--- config.mk ---
export PLATFORM = sky130hd
export DESIGN_NAME = adc_acc_filter
export DESIGN_NICKNAME = d
export VERILOG_FILES = /design/src/rtl/adc_acc_pkg.sv /design/src/rtl/adc_acc_shifter.sv /design/src/rtl/adc_acc_datapath.sv /design/src/rtl/adc_acc_ctrl.sv /design/src/rtl/adc_acc_filter.sv
export SDC_FILE = /design/constraint.sdc
export NUM_CORES = 1
export LEC_CHECK = 0
export BUFFER_PORTS_ARGS = -buffer_cell sky130_fd_sc_hd__buf_2
export CAP_MARGIN = 5
export CORE_UTILIZATION = 50
export DETAILED_ROUTE_END_ITERATION = 10
export GPL_ROUTABILITY_DRIVEN = 0
export PLACE_DENSITY = 0.77
export SYNTH_ARGS = -nofsm -noshare
export SYNTH_HDL_FRONTEND = slang
export SYNTH_SLANG_ARGS = --single-unit
export TNS_END_PERCENT = 1
--- constraint.sdc ---
create_clock -name clk -period 5.6 [get_ports clk]
set_input_delay 1.68 -clock clk [delete_from_list [all_inputs] [get_ports clk]]
set_output_delay 1.68 -clock clk [all_outputs]
set_load 0.01 [all_outputs]
--- src/rtl/adc_acc_pkg.sv ---
package adc_acc_pkg;

  typedef enum logic [1:0] {
    MODE_ACCUM   = 2'd0,
    MODE_AVG     = 2'd1,
    MODE_BURST   = 2'd2,
    MODE_LOWPASS = 2'd3
  } accMode_e;

  // Strobes from the control module to the datapath, valid for one cycle
  typedef struct packed {
    logic addSample;  // fold sample into the running sum
    logic restart;    // start a fresh sum with this sample
    logic clearAll;   // zero sum and overflow flag
    logic lowPass;    // subtract the leak term during addSample
  } accStrobe_t;

endpackage

--- src/rtl/adc_acc_shifter.sv ---
module adc_acc_shifter #(
  parameter int WIDTH   = 16,
  parameter int SHIFT_W = 3
) (
  input  logic [WIDTH-1:0]   dataIn,
  input  logic [SHIFT_W-1:0] shiftSel,
  output logic [WIDTH-1:0]   dataOut
);

  // Logarithmic shifter: stage g shifts by 2**g when its select bit is set
  logic [WIDTH-1:0] stageVal [SHIFT_W+1];

  assign stageVal[0] = dataIn;

  for (genvar g = 0; g < SHIFT_W; g++) begin : g_stage
    assign stageVal[g+1] = shiftSel[g] ? (stageVal[g] >> (1 << g)) : stageVal[g];
  end

  assign dataOut = stageVal[SHIFT_W];

endmodule

--- src/rtl/adc_acc_datapath.sv ---
module adc_acc_datapath
  import adc_acc_pkg::*;
#(
  parameter int DATA_W  = 12,
  parameter int ACC_W   = 16,
  parameter int SHIFT_W = 3
) (
  input  logic               clk,
  input  logic               rst_n,
  input  accStrobe_t         strb,
  input  logic [DATA_W-1:0]  sampleData,
  input  logic [SHIFT_W-1:0] shiftSel,
  output logic [ACC_W-1:0]   accOut,
  output logic [ACC_W-1:0]   resultOut,
  output logic               overflowFlag
);

  localparam int SUM_W = ACC_W + 1;

  logic [ACC_W-1:0] accReg;
  logic             ovfReg;
  logic [ACC_W-1:0] leakRaw;
  logic [SUM_W-1:0] extAcc;
  logic [SUM_W-1:0] extSample;
  logic [SUM_W-1:0] leakTerm;
  logic [SUM_W-1:0] nextSum;

  // The leak term uses the same shifter as the output path
  adc_acc_shifter #(.WIDTH(ACC_W), .SHIFT_W(SHIFT_W)) leakShift_i (
    .dataIn  (accReg),
    .shiftSel(shiftSel),
    .dataOut (leakRaw)
  );

  always_comb begin
    extAcc    = {1'b0, accReg};
    extSample = SUM_W'(sampleData);
    leakTerm  = strb.lowPass ? {1'b0, leakRaw} : '0;
    // leakTerm never exceeds extAcc, so the sum cannot go negative
    nextSum   = extAcc - leakTerm + extSample;
  end

  always_ff @(posedge clk) begin
    if (!rst_n) begin
      accReg <= '0;
      ovfReg <= 1'b0;
    end else if (strb.clearAll) begin
      accReg <= '0;
      ovfReg <= 1'b0;
    end else if (strb.restart) begin
      accReg <= ACC_W'(sampleData);
    end else if (strb.addSample) begin
      accReg <= nextSum[ACC_W-1:0];
      if (nextSum[SUM_W-1]) ovfReg <= 1'b1;
    end
  end

  assign accOut       = accReg;
  assign resultOut    = leakRaw;
  assign overflowFlag = ovfReg;

  assert_ovf_sticky_R3: assert property (@(posedge clk) disable iff (!rst_n)
    (ovfReg && !strb.clearAll) |=> ovfReg);

  assert_clear_acc_R9: assert property (@(posedge clk) disable iff (!rst_n)
    strb.clearAll |=> (accReg == '0 && !ovfReg));

  assert_idle_hold_R10: assert property (@(posedge clk) disable iff (!rst_n)
    (!strb.addSample && !strb.restart && !strb.clearAll) |=> $stable(accReg));

endmodule

--- src/rtl/adc_acc_ctrl.sv ---
module adc_acc_ctrl
  import adc_acc_pkg::*;
#(
  parameter int CNT_W      = 8,
  parameter int CLR_CYCLES = 5
) (
  input  logic             clk,
  input  logic             rst_n,
  input  logic             sampleValid,
  input  logic             clearReq,
  input  logic [1:0]       modeSel,
  input  logic [CNT_W-1:0] repeatCount,
  output accStrobe_t       strb,
  output logic [CNT_W-1:0] sampleCount,
  output logic             doneFlag,
  output logic             donePulse,
  output logic             clearBusy
);

  localparam int BUSY_W = $clog2(CLR_CYCLES + 1);
  localparam logic [CNT_W-1:0]  CNT_MAX  = '1;
  localparam logic [BUSY_W-1:0] BUSY_END = BUSY_W'(CLR_CYCLES - 1);

  accMode_e          curMode;
  logic [CNT_W-1:0]  cntReg;
  logic [CNT_W-1:0]  cntNext;
  logic [BUSY_W-1:0] busyCnt;
  logic              busyReg;
  logic              pulseReg;
  logic              atRepeat;
  logic              accept;
  logic              holdOff;
  logic              clearStart;

  always_comb begin
    curMode    = accMode_e'(modeSel);
    atRepeat   = (cntReg == repeatCount);
    clearStart = clearReq && !busyReg;
    accept     = sampleValid && !busyReg && !clearReq;
    holdOff    = (curMode == MODE_BURST) && atRepeat;

    strb           = '0;
    strb.clearAll  = clearStart;
    strb.restart   = accept && (curMode == MODE_AVG) && atRepeat;
    strb.addSample = accept && !holdOff && !strb.restart;
    strb.lowPass   = (curMode == MODE_LOWPASS);

    if (strb.restart)
      cntNext = CNT_W'(1);
    else if (strb.addSample && cntReg != CNT_MAX)
      cntNext = cntReg + 1'b1;
    else
      cntNext = cntReg;
  end

  always_ff @(posedge clk) begin
    if (!rst_n) begin
      cntReg   <= '0;
      busyReg  <= 1'b0;
      busyCnt  <= '0;
      pulseReg <= 1'b0;
    end else begin
      pulseReg <= (strb.addSample || strb.restart) && (cntNext == repeatCount);
      if (clearStart) begin
        cntReg  <= '0;
        busyReg <= 1'b1;
        busyCnt <= '0;
      end else begin
        cntReg <= cntNext;
        if (busyReg) begin
          if (busyCnt == BUSY_END) busyReg <= 1'b0;
          else                     busyCnt <= busyCnt + 1'b1;
        end
      end
    end
  end

  assign sampleCount = cntReg;
  assign doneFlag    = atRepeat;
  assign donePulse   = pulseReg;
  assign clearBusy   = busyReg;

  assert_clear_start_R9: assert property (@(posedge clk) disable iff (!rst_n)
    (clearReq && !clearBusy) |=> (clearBusy && sampleCount == '0));

  assert_busy_hold_R10: assert property (@(posedge clk) disable iff (!rst_n)
    clearBusy |=> $stable(sampleCount));

  assert_done_pulse_R8: assert property (@(posedge clk) disable iff (!rst_n)
    donePulse |-> (sampleCount == $past(repeatCount)));

  assert_burst_hold_R6: assert property (@(posedge clk) disable iff (!rst_n)
    (modeSel == 2'd2 && sampleCount == repeatCount && !clearReq) |=> $stable(sampleCount));

  assert_cnt_nowrap_R11: assert property (@(posedge clk) disable iff (!rst_n)
    (sampleCount == CNT_MAX && !clearReq && !(sampleValid && modeSel == 2'd1 && doneFlag))
      |=> (sampleCount == CNT_MAX));

endmodule

--- src/rtl/adc_acc_filter.sv ---
module adc_acc_filter
  import adc_acc_pkg::*;
#(
  parameter int DATA_W     = 12,
  parameter int ACC_W      = 16,
  parameter int CNT_W      = 8,
  parameter int SHIFT_W    = 3,
  parameter int CLR_CYCLES = 5
) (
  input  logic               clk,
  input  logic               rst_n,
  input  logic               sampleValid,
  input  logic [DATA_W-1:0]  sampleData,
  input  logic               clearReq,
  input  logic [1:0]         modeSel,
  input  logic [CNT_W-1:0]   repeatCount,
  input  logic [SHIFT_W-1:0] shiftSel,
  output logic [ACC_W-1:0]   accOut,
  output logic [ACC_W-1:0]   resultOut,
  output logic [CNT_W-1:0]   sampleCount,
  output logic               doneFlag,
  output logic               donePulse,
  output logic               overflowFlag,
  output logic               clearBusy
);

  accStrobe_t strb;

  adc_acc_ctrl #(.CNT_W(CNT_W), .CLR_CYCLES(CLR_CYCLES)) ctrl_i (
    .clk        (clk),
    .rst_n      (rst_n),
    .sampleValid(sampleValid),
    .clearReq   (clearReq),
    .modeSel    (modeSel),
    .repeatCount(repeatCount),
    .strb       (strb),
    .sampleCount(sampleCount),
    .doneFlag   (doneFlag),
    .donePulse  (donePulse),
    .clearBusy  (clearBusy)
  );

  adc_acc_datapath #(.DATA_W(DATA_W), .ACC_W(ACC_W), .SHIFT_W(SHIFT_W)) dpath_i (
    .clk         (clk),
    .rst_n       (rst_n),
    .strb        (strb),
    .sampleData  (sampleData),
    .shiftSel    (shiftSel),
    .accOut      (accOut),
    .resultOut   (resultOut),
    .overflowFlag(overflowFlag)
  );

  assert_reset_R1: assert property (@(posedge clk)
    !rst_n |=> (accOut == '0 && sampleCount == '0 && !overflowFlag && !clearBusy && !donePulse));

endmodule

==> flow_summary.ini <==
[clocking]
cts_setup_buffers = 0
clk_latency_ns = 0.29
clk_pin_slew_worst_paths_ns = 0.07
cts_tree = built
cts_made_buffers = 5
cts_root_buffer = clkbuf_8
cts_hold_buf = 0
htreeDepth = 2
clockBufferDepth = 2
clock-sinks = 30

[final_layout]
n_antenna_cell = 0
stdcell_area_um2 = 3970
multi_input_area_um2 = 2460
final_cell_mix = buf_2, inv_1, nor2_1, nand2_1
fin_cells = 589
syn2layout_area_growth_pct = 19.4
seqCellArea_um2 = 601
nFillCells = 575
utilization = 0.621
final_common_cell = buf_2
drive_gt1_frac = 0.223
fin_nets = 577

[power_and_ir_drop]
ir_drop_mv = 0.101
power_uw = 759
powerDensity_nw_per_um2 = 191
switching_power_uw = 297
combPwrFrac = 0.467
p_leak_nw = 1.88
p_clk_frac = 0.228
p_int_uw = 461
switching_share = 0.392
p_seq_frac = 0.305

[synthesis]
syn_inst = 432
synth_ff_type = dfxtp_1
synthDistinctLibCells = 59
ys_ff_latch = 30
syn_avg_cell_area_um2 = 7.70
async_flop_share = 0
ys_seq_area_frac = 0.181
synth_top_cell_area_share = 0.181
ys_warn_count = 0
ys_top_cells_by_area = dfxtp_1, ha_1, fa_1, inv_1, xor2_1
synth.cell_area_um2 = 3320
syn_nets = 497
synth_edf_count = 0
synth.largest_area_cell = dfxtp_1

[critical_path]
crit_fanout = 8
critPathLaunchType = primary input
r2r_start = dpath_i.accOut[6]$_SDFFE_PP0P_
slowest_delay_ns = 0.52
crit_path_cell_trace = clkbuf_4, mux4_2, nor2_1, a21oi_2, nor2b_1, fa_1, inv_1, ha_1, nor2b_1, o31a_1, o211ai_1, a21boi_0, a311o_1, a41oi_1, a21oi_1, o21a_1, or3_1
arrival_ns = 5.57
worst_path_max_delay_cell = mux4_2
worst_setup_path_end_kind = register
crit_top_cell = nor2b_1
crit_path_start = shiftSel[0]
crit_type = primary input to register
cp.required_ns = 5.77

[route]
drt.antenna.violating_nets = 0
drt_iter0_markers = 196
drt-pass1-iter-count = 5
remaining_drc_errors = 0
routedWlPerCell_um = 16.0
vias = 3503
via_per_inst = 5.95
wl_um = 9420

[timing]
post-route-min-period_ns = 5.40
worst_hold_slack_ns = 0.541
fmax_mhz = 185
finalMaxSlewViolations = 0
hold_viol = 0
relSlewSlack = 0.458
finalCritPeriodShare = 0.964
worstMarginPinSlew_ns = 0.811
rsz0062_at_grt = yes
clock_skew_ns = 0.00672
setup_viol = 0

[placement]
place_hpwl_um = 7300
placed_cells = 582
port_buffers = 72
placed_area_um2 = 3880

[global_routing]
grt_pass1_wl_um = 15600
grt_pass1_vias = 3327
grt_usage = 0.274
antenna_found_initial = 0
grt_start_max_net_pins = 26
grt_overflow = 0

[floorplanning]
die_h_um = 83.5
rows = 29
die_w_um = 83.5
die-area_um2 = 6980
io_pins = 73
coreArea_um2 = 6390
initial_core_util = 0.521

[min_path]
hold_start = dpath_i.accOut[0]$_SDFFE_PP0P_
hold_class = register to register

[run_status]
status = completed

[run]
cap_violations = 0
power by group through the flow:
stage | logic (mW) | registers [mW] | clock network, mW
finish | 0.354 | 0.231 | 0.173
global route | 0.394 | 0.232 | 0.187
CTS | 0.348 | 0.231 | 0.177
detailed placement | 0.343 | 0.236 | 0
global placement | 0.335 | 0.236 | 0
floorplan | 0.238 | 0.237 | 0
synth_stat cells (3+ instances only):
cell type  count
inv_1         53
nor2_1        38
nand2_1       34
a21oi_1       31
dfxtp_1       30
ha_1          24
nor2b_1       21
a211oi_1      20
o21ai_0       18
xor2_1        18
xnor2_1       16
clkbuf_1      14
fa_1          12
nor3_1        10
mux2i_1        8
mux2_2         5
a21boi_0       4
and4_1         4
nand3_1        4
o21a_1         4
or4_1          4
a21o_1         3
a22o_1         3
and2_1         3
nand4_1        3
nor4_1         3
o211ai_1       3
worst max-delay path: cells and delay by family:
kind / cells / cell delay, ns
compound gates: 8 / 1.51
fa+ha+maj: 2 / 0.81
buf+inv: 2 / 0.23
mux: 1 / 0.52
simple gates: 4 / 0.79
final timing paths:
path | end | cells after the start | slack, ns
setup / recovery | dpath_i.overflowFlag$_SDFFE_PP0P_ | 17 | 0.20
hold reg to reg | dpath_i.accOut[0]$_SDFFE_PP0P_ | 2 | 0.54
setup reg to reg | dpath_i.accOut[15]$_SDFFE_PP0P_ | 20 | 1.45
hold / removal | dpath_i.accOut[0]$_SDFFE_PP0P_ | 2 | 0.54
repair_timing:
action                                 in CTS  in global routing
setup endpoints to repair                   0                  2
endpoints found under the hold margin       0                  0
resized for setup                           0                  6
layer usage:
| layer | global-route usage | vias to the layer above | wire [um] |
|---|---|---|---|
| met5 | 0 | - | 0 |
| li1 | - | 1652 | - |
| met2 | 0.469 | 155 | 4470 |
| met3 | 0.0435 | 22 | 621 |
| met1 | 0.348 | 1674 | 4080 |
| met4 | 0.102 | 0 | 254 |
sequential cells by signal, summed over array words and instances, names as in the netlist:
name / count
dpath_i.accOut: 16
ctrl_i.sampleCount: 8
ctrl_i.busyCnt: 3
ctrl_i.clearBusy: 1
ctrl_i.donePulse: 1
dpath_i.overflowFlag: 1
kinds of logic (layout without fill, tap and decap cells):
family                     Yosys count  in the layout  synth area share
and+or+nand+nor                    138            138             0.213
AOI/OAI and AO/OA                  105            105             0.209
buffers and inverters               73            153            0.0836
adders and majority gates           36             36             0.163
xor gates and xnor gates            35             35            0.0963
DFF                                 30             30             0.181
muxes                               15             15            0.0546
metrics by stage:
step	setup TNS, ns	worst slack (ns)
2_1_floorplan	0	0.0189
3_3_place_gp	-0.0476	-0.0476
3_5_place_dp	-0.104	-0.0837
4_1_cts	0	0.198
5_1_grt	-0.00315	-0.00255
6_report	0	0.203
area by class of cell:
cell class                 instances  area share
clock buffer                       5      0.0173
clock inverter                     2     0.00252
inverter                          54      0.0511
multi-input combinational        329       0.621
sequential                        30       0.151
tap                               77      0.0243
timing repair buffer              92       0.132
Power figures use the tool's default switching activity.
